File: src/rtl/blimPkg.sv
package blimPkg;

  typedef enum logic [1:0] {
    ST_IDLE,
    ST_REQ,
    ST_OWN,
    ST_BACK
  } blimState_t;

  typedef struct packed {
    logic clrOcc;    // restart the hold count
    logic incOcc;    // count one owned cycle
    logic clrBo;     // restart the gap count
    logic incBo;     // count one gap cycle
    logic forceRel;  // forced release happens on this edge
  } blimStrobe_t;

endpackage

File: src/rtl/blimCtrl.sv
module blimCtrl
  import blimPkg::*;
(
  input  logic        clk,
  input  logic        rstN,
  input  logic        dmaReq,
  input  logic        dmaIdle,
  input  logic        busGrant,
  input  logic        occExpired,
  input  logic        boDone,
  output blimStrobe_t strobe,
  output logic        busReq,
  output logic        ownGrant
);

  blimState_t state, nextState;

  always_comb begin
    nextState = state;
    strobe    = '0;
    unique case (state)
      ST_IDLE: begin
        if (dmaReq) nextState = ST_REQ;
      end
      ST_REQ: begin
        if (busGrant) begin
          nextState     = ST_OWN;
          strobe.clrOcc = 1'b1;
        end
      end
      ST_OWN: begin
        strobe.incOcc = 1'b1;
        if (!dmaReq) begin
          nextState = ST_IDLE;
        end else if (occExpired && dmaIdle) begin
          nextState       = ST_BACK;
          strobe.forceRel = 1'b1;
          strobe.clrBo    = 1'b1;
        end
      end
      ST_BACK: begin
        strobe.incBo = 1'b1;
        if (boDone) nextState = dmaReq ? ST_REQ : ST_IDLE;
      end
      default: nextState = ST_IDLE;
    endcase
  end

  always_ff @(posedge clk) begin
    if (!rstN) state <= ST_IDLE;
    else       state <= nextState;
  end

  assign busReq   = (state == ST_REQ) || (state == ST_OWN);
  assign ownGrant = (state == ST_OWN);

endmodule

File: src/rtl/blimData.sv
module blimData
  import blimPkg::*;
#(
  parameter int NUM_CH      = 6,
  parameter int LIMIT_W     = 7,
  parameter int UNIT_CYCLES = 256,
  parameter int BACKOFF_LEN = 16
) (
  input  logic               clk,
  input  logic               rstN,
  input  logic               cfgWrEn,
  input  logic [LIMIT_W:0]   cfgWrData,
  input  logic [NUM_CH-1:0]  chanEnable,
  input  blimStrobe_t        strobe,
  output logic [LIMIT_W:0]   cfgValue,
  output logic               occExpired,
  output logic               boDone,
  output logic               swStartClr
);

  localparam int UNIT_SH = $clog2(UNIT_CYCLES);
  localparam int OCC_W   = LIMIT_W + UNIT_SH + 1;
  localparam int BO_W    = $clog2(BACKOFF_LEN) + 1;

  logic [LIMIT_W:0]   cfgReg;
  logic [OCC_W-1:0]   occCnt;
  logic [OCC_W-1:0]   limitCycles;
  logic [BO_W-1:0]    boCnt;
  logic               timerOn;
  logic [LIMIT_W-1:0] limitVal;
  logic               wrOk;

  assign timerOn  = cfgReg[LIMIT_W];
  assign limitVal = cfgReg[LIMIT_W-1:0];

  // Register write: only with all channels off, and never an enabled zero limit.
  assign wrOk = cfgWrEn && (chanEnable == '0) &&
                !(cfgWrData[LIMIT_W] && (cfgWrData[LIMIT_W-1:0] == '0));

  always_ff @(posedge clk) begin
    if (!rstN)     cfgReg <= '0;
    else if (wrOk) cfgReg <= cfgWrData;
  end

  generate
    if ((UNIT_CYCLES & (UNIT_CYCLES - 1)) == 0) begin : g_unitShift
      assign limitCycles = OCC_W'(limitVal) << UNIT_SH;
    end else begin : g_unitMul
      assign limitCycles = OCC_W'(limitVal) * OCC_W'(UNIT_CYCLES);
    end
  endgenerate

  assign occExpired = timerOn && (occCnt == limitCycles - OCC_W'(1));

  // Hold count: restarts per grant, stays at zero with the timer off,
  // saturates once the ceiling is reached.
  always_ff @(posedge clk) begin
    if (!rstN || strobe.clrOcc || !timerOn) occCnt <= '0;
    else if (strobe.incOcc && !occExpired)  occCnt <= occCnt + OCC_W'(1);
  end

  assign boDone = (boCnt == BO_W'(BACKOFF_LEN - 1));

  always_ff @(posedge clk) begin
    if (!rstN || strobe.clrBo) boCnt <= '0;
    else if (strobe.incBo)     boCnt <= boCnt + BO_W'(1);
  end

  always_ff @(posedge clk) begin
    if (!rstN) swStartClr <= 1'b0;
    else       swStartClr <= strobe.forceRel;
  end

  assign cfgValue = cfgReg;

endmodule

File: src/rtl/busHoldLimiter.sv
module busHoldLimiter
  import blimPkg::*;
#(
  parameter int NUM_CH      = 6,
  parameter int LIMIT_W     = 7,
  parameter int UNIT_CYCLES = 256,
  parameter int BACKOFF_LEN = 16
) (
  input  logic              clk,
  input  logic              rstN,
  input  logic              cfgWrEn,
  input  logic [LIMIT_W:0]  cfgWrData,
  output logic [LIMIT_W:0]  cfgValue,
  input  logic [NUM_CH-1:0] chanEnable,
  input  logic              dmaReq,
  input  logic              dmaIdle,
  output logic              busReq,
  input  logic              busGrant,
  output logic              ownGrant,
  output logic              swStartClr
);

  blimStrobe_t strobe;
  logic        occExpired;
  logic        boDone;

  blimCtrl ctrl_i (
    .clk        (clk),
    .rstN       (rstN),
    .dmaReq     (dmaReq),
    .dmaIdle    (dmaIdle),
    .busGrant   (busGrant),
    .occExpired (occExpired),
    .boDone     (boDone),
    .strobe     (strobe),
    .busReq     (busReq),
    .ownGrant   (ownGrant)
  );

  blimData #(
    .NUM_CH      (NUM_CH),
    .LIMIT_W     (LIMIT_W),
    .UNIT_CYCLES (UNIT_CYCLES),
    .BACKOFF_LEN (BACKOFF_LEN)
  ) data_i (
    .clk        (clk),
    .rstN       (rstN),
    .cfgWrEn    (cfgWrEn),
    .cfgWrData  (cfgWrData),
    .chanEnable (chanEnable),
    .strobe     (strobe),
    .cfgValue   (cfgValue),
    .occExpired (occExpired),
    .boDone     (boDone),
    .swStartClr (swStartClr)
  );

endmodule

File: config.mk
export PLATFORM = sky130hd
export DESIGN_NAME = busHoldLimiter
export DESIGN_NICKNAME = d
export VERILOG_FILES = /design/src/rtl/blimPkg.sv /design/src/rtl/blimCtrl.sv /design/src/rtl/blimData.sv /design/src/rtl/busHoldLimiter.sv
export SDC_FILE = /design/constraint.sdc
export NUM_CORES = 1
export LEC_CHECK = 0
export BUFFER_PORTS_ARGS = -buffer_cell sky130_fd_sc_hd__buf_2
export CORE_MARGIN = 3
export CORE_UTILIZATION = 56
export DETAILED_ROUTE_END_ITERATION = 7
export GPL_TIMING_DRIVEN = 0
export PLACE_DENSITY = 0.78
export RECOVER_POWER = 25
export SYNTH_ARGS = -nofsm -noshare
export SYNTH_HDL_FRONTEND = slang
export SYNTH_HIERARCHICAL = 1
export SYNTH_SLANG_ARGS = --single-unit
File: constraint.sdc
create_clock -name clk -period 3.3 [get_ports clk]
set_clock_uncertainty 0.1 [all_clocks]
set_input_delay 0.33 -clock clk [delete_from_list [all_inputs] [get_ports clk]]
set_output_delay 0.33 -clock clk [all_outputs]
set_load 0.02 [all_outputs]
==> insert_results.sql <==
INSERT INTO impl_metrics (metric_group, metric, value, unit) VALUES
('clock_tree', 'post_cts_setup_buffer_count', '0', ''),
('floorplan', 'floorplan.rows', '20', ''),
('floorplan', 'num_io_pins', '31', ''),
('min_path', 'hp-class', 'primary input to flop', ''),
('sta', 'layout_min_cycle_time', '2.96', 'ns'),
('worst_setup_path', 'critical_path_arrival', '3.08', 'ns'),
('global_route', 'grt_remaining_overflow', '0', ''),
('global_route', 'wire_length_of_the_first_global_routing_pass', '7.13', 'mm'),
('route', 'drt-vias-per-instance', '5.68', ''),
('logic_synthesis', 'syn_avg_cell_area', '8.31', 'um^2'),
('sta', 'slew_headroom', '0.625', ''),
('floorplan', 'core_area', '0.00318', 'mm^2'),
('global_route', 'grt_antenna_before_repair', '0', ''),
('clock_tree', 'cts_hold_buf', '0', ''),
('floorplan', 'initial_core_util', '0.606', ''),
('run', 'cap_viol_max_count', '0', ''),
('logic_synthesis', 'ys_async_sr_fraction', '0', ''),
('clock_tree', 'worstSkewPairLatency', '0.34', 'ns'),
('floorplan', 'fp.dieW', '64.7', 'um'),
('clock_tree', 'path_clk_slew', '0.10', 'ns'),
('logic_synthesis', 'synth_seq_cells', '32', ''),
('logic_synthesis', 'syn-cell-area', '0.00193', 'mm^2'),
('layout', 'finalNetCount', '297', ''),
('global_route', 'grtUsageTotal', '0.215', ''),
('clock_tree', 'ctsLongestPathBuffers', '2', ''),
('logic_synthesis', 'mappedNetlistNets', '260', ''),
('route', 'number_of_violations_reported_at_the_end_of_detailed_routing_iteration_0', '105', ''),
('placed_design', 'hpwl', '3.15', 'mm'),
('global_route', 'first_global_vias', '1609', ''),
('placed_design', 'portBuffers', '30', ''),
('worst_setup_path', 'worst-path-max-fanout', '10', ''),
('layout', 'fillers', '284', ''),
('layout', 'multi_input_comb_area', '0.00118', 'mm^2'),
('sta', 'achievable-frequency', '0.338', 'GHz'),
('worst_setup_path', 'critPathSlowestCell', 'dfxtp_1', ''),
('worst_setup_path', 'worst-path-buf-inv', '4', ''),
('power', 'fin_total_pwr', '0.000879', 'W'),
('sta', 'totalNegativeSetupSlack', '0', 'ns'),
('route', 'dr_vias', '1784', ''),
('worst_setup_path', 'worst_stage_delay_on_the_critical_path', '0.51', 'ns'),
('power', 'p_per_area', '400', 'mW/mm^2'),
('route', 'post_drt_wl_per_cell', '13.0', 'um'),
('floorplan', 'design.die.area', '0.00418', 'mm^2'),
('worst_setup_path', 'end_kind', 'flop', ''),
('sta', 'setup_viol', '0', ''),
('logic_synthesis', 'synthesis.instances', '232', ''),
('clock_tree', 'cts-htree-levels', '2', ''),
('sta', 'max_slew.worst_pin.slew', '0.560', 'ns'),
('logic_synthesis', 'seq_area_frac_synth', '0.332', ''),
('route', 'wirelength', '4.09', 'mm'),
('layout', 'diodes', '0', ''),
('route', 'detail_route.drc_violations', '0', ''),
('clock_tree', 'cts-resized-gates', '0', ''),
('clock_tree', 'tritoncts_num_sinks', '32', ''),
('sta', 'final-hold-violation-count', '0', ''),
('layout', 'area_growth_syn_to_layout', '14.2', '%'),
('route', 'number_of_nets_still_failing_antenna_checks_after_routing', '0', ''),
('floorplan', 'floorplan.die.height', '64.7', 'um'),
('logic_synthesis', 'synth_warnings', '6', ''),
('clock_tree', 'cts_tree', 'built', ''),
('logic_synthesis', 'synth.lib_cells_used.distinct', '53', ''),
('placed_design', 'place_congestion', '0.759', ''),
('worst_setup_path', 'crit_family', 'simple AND/OR/NAND/NOR gates', ''),
('route', 'detailedRoute.firstPassIterationCount', '4', ''),
('worst_setup_path', 'setup.worst_path.class', 'flop to flop', ''),
('clock_tree', 'numCtsBuffers', '5', ''),
('sta', 'rsz0062_at_grt', 'false', ''),
('global_route', 'pin_count_of_the_biggest_net_entering_global_routing', '12', ''),
('power', 'ir_drop', '0.336', 'mV'),
('clock_tree', 'clockRootBuffer', 'clkbuf_4', ''),
('worst_setup_path', 'worst_setup_path_start_kind', 'flop', ''),
('logic_synthesis', 'synth_enable_flop_cells', '0', ''),
('power', 'leakage_power', '0.869', 'nW'),
('worst_setup_path', 'worst-endpoint-required', '3.42', 'ns'),
('sta', 'timing_max_transition_violations_final', '0', ''),
('layout', 'layout-drive-gt1-share', '0.156', ''),
('layout', 'ff_latch_area', '641', 'um^2'),
('logic_synthesis', 'synth_top_flop_cell', 'dfxtp_1', ''),
('sta', 'final_critical_path_share_of_the_clock_period', '0.897', ''),
('worst_setup_path', 'timing.critical_path.cells', 'inv_1 > ha_1 > buf_2 > nor2b_1 > or3_1 > a31oi_1 > o211a_4 > buf_6 > nand2_1 > nor2_1 > buf_4 > nand2b_1 > a211oi_1', ''),
('run_status', 'run_status', 'complete, no violations', '');
==> worst min-delay path, delay by kind of cell <==
| family | cells | cell delay (ns) |
|---|---|---|
| buf+inv | 1 | 0.10 |
| compound gates | 1 | 0.06 |
| simple gates | 1 | 0.05 |
==> cell usage after synthesis, types with 2 or more instances <==
cell / n / share of area
nor2b_1: 4 / 0.013
xor2_1: 7 / 0.032
or4_1: 6 / 0.023
ha_1: 8 / 0.052
a21oi_1: 12 / 0.031
a21boi_0: 6 / 0.023
nand3_1: 8 / 0.021
o21ai_0: 7 / 0.018
a211oi_1: 2 / 0.0078
nor4_4: 2 / 0.022
nor3_1: 3 / 0.0078
dfxtp_1: 32 / 0.33
inv_1: 14 / 0.027
o2111a_1: 2 / 0.012
and2_1: 4 / 0.013
a31o_2: 2 / 0.0091
or3_1: 6 / 0.019
clkbuf_1: 6 / 0.012
a31oi_1: 3 / 0.0097
nor2_1: 13 / 0.025
nor4_1: 2 / 0.0065
mux2i_1: 5 / 0.026
nand4_1: 6 / 0.019
and3_1: 6 / 0.019
o31ai_1: 5 / 0.019
buf_4: 2 / 0.0078
xnor2_1: 3 / 0.014
nand2_1: 31 / 0.060
==> stage by stage <==
stage	util	hold WS, ns	std cells	area (um^2)	setup slack [ns]
6_report	0.692	0.145	314	2200	0.341
4_1_cts	0.696	0.137	314	2210	0.329
2_1_floorplan	-	0.344	232	1930	0.564
3_5_place_dp	0.671	0.378	306	2130	0.326
3_3_place_gp	0.671	0.375	306	2130	0.364
5_1_grt	0.692	0.158	314	2200	0.145
==> registers in the layout, summed over array words and instances (netlist names) <==
signal	flops
data_i/occCnt	16
data_i/boCnt	5
data_i/cfgValue	8
data_i/swStartClr	1
ctrl_i/state	2
==> cell type report <==
| cell class | count | share of cell area |
|---|---|---|
| clock inverter | 3 | 0.0193 |
| timing repair buffer | 30 | 0.0626 |
| buffer | 10 | 0.0245 |
| tap | 44 | 0.0250 |
| multi-input combinational | 176 | 0.536 |
| inverter | 14 | 0.0239 |
| sequential | 32 | 0.291 |
| clock buffer | 5 | 0.0171 |
==> layout by cell type (no fill, tap or decap), drive strengths merged, types with 2 or more instances in the layout <==
master,instances
a211oi,2
a21boi,6
a21oi,12
a31o,3
a31oi,3
and2,4
and3,6
buf,24
clkbuf,21
dfxtp,32
ha,8
inv,14
mux2i,5
nand2,31
nand3,8
nand4,6
nor2,13
nor2b,4
nor3,3
nor4,4
o2111a,2
o211a,2
o21ai,7
o31ai,5
or3,6
or4,6
xnor2,3
xor2,7
==> per-layer routing <==
| layer | share of wire | vias up | GRT usage | wire length (um) |
|---|---|---|---|---|
| met4 | 0.011 | 0 | 0.0871 | 45 |
| li1 | - | 922 | - | - |
| met2 | 0.47 | 35 | 0.358 | 1920 |
| met1 | 0.48 | 820 | 0.279 | 1960 |
| met3 | 0.039 | 7 | 0.0312 | 160 |
| met5 | 0 | - | 0 | 0 |
==> kinds of logic after synthesis <==
family	after synthesis	synth area share
and+or+nand+nor	100	0.290
xor gates and xnor gates	10	0.0455
buffers and inverters	24	0.0552
adders and majority gates	8	0.0520
muxes	5	0.0260
AOI/OAI and AO/OA	53	0.199
DFF	32	0.332
==> power by group <==
| part | leakage [nW] | switching (W) | total, W | internal (W) |
|---|---|---|---|---|
| sequential | 0.258 | 0.0000185 | 0.000419 | 0.000401 |
| clock | 0.0412 | 0.000140 | 0.000298 | 0.000158 |
| combinational | 0.570 | 0.0000963 | 0.000162 | 0.0000659 |
| total | 0.869 | 0.000255 | 0.000879 | 0.000624 |
==> path summary, 6_finish.rpt <==
check                                        from                         endpoint  slack (ns)  cells after the start
setup reg to reg  data_i/cfgValue[0]$_SDFFE_PN0P_     data_i/boCnt[4]$_SDFFE_PP0P_        0.34                     13
hold / removal                       cfgWrData[4]  data_i/cfgValue[4]$_SDFFE_PN0P_        0.15                      3
hold reg to reg     data_i/occCnt[6]$_SDFFE_PP0P_    data_i/occCnt[6]$_SDFFE_PP0P_        0.39                      2
setup / recovery  data_i/cfgValue[0]$_SDFFE_PN0P_     data_i/boCnt[4]$_SDFFE_PP0P_        0.34                     13
Note: power is estimated with default switching activity, not from simulation.
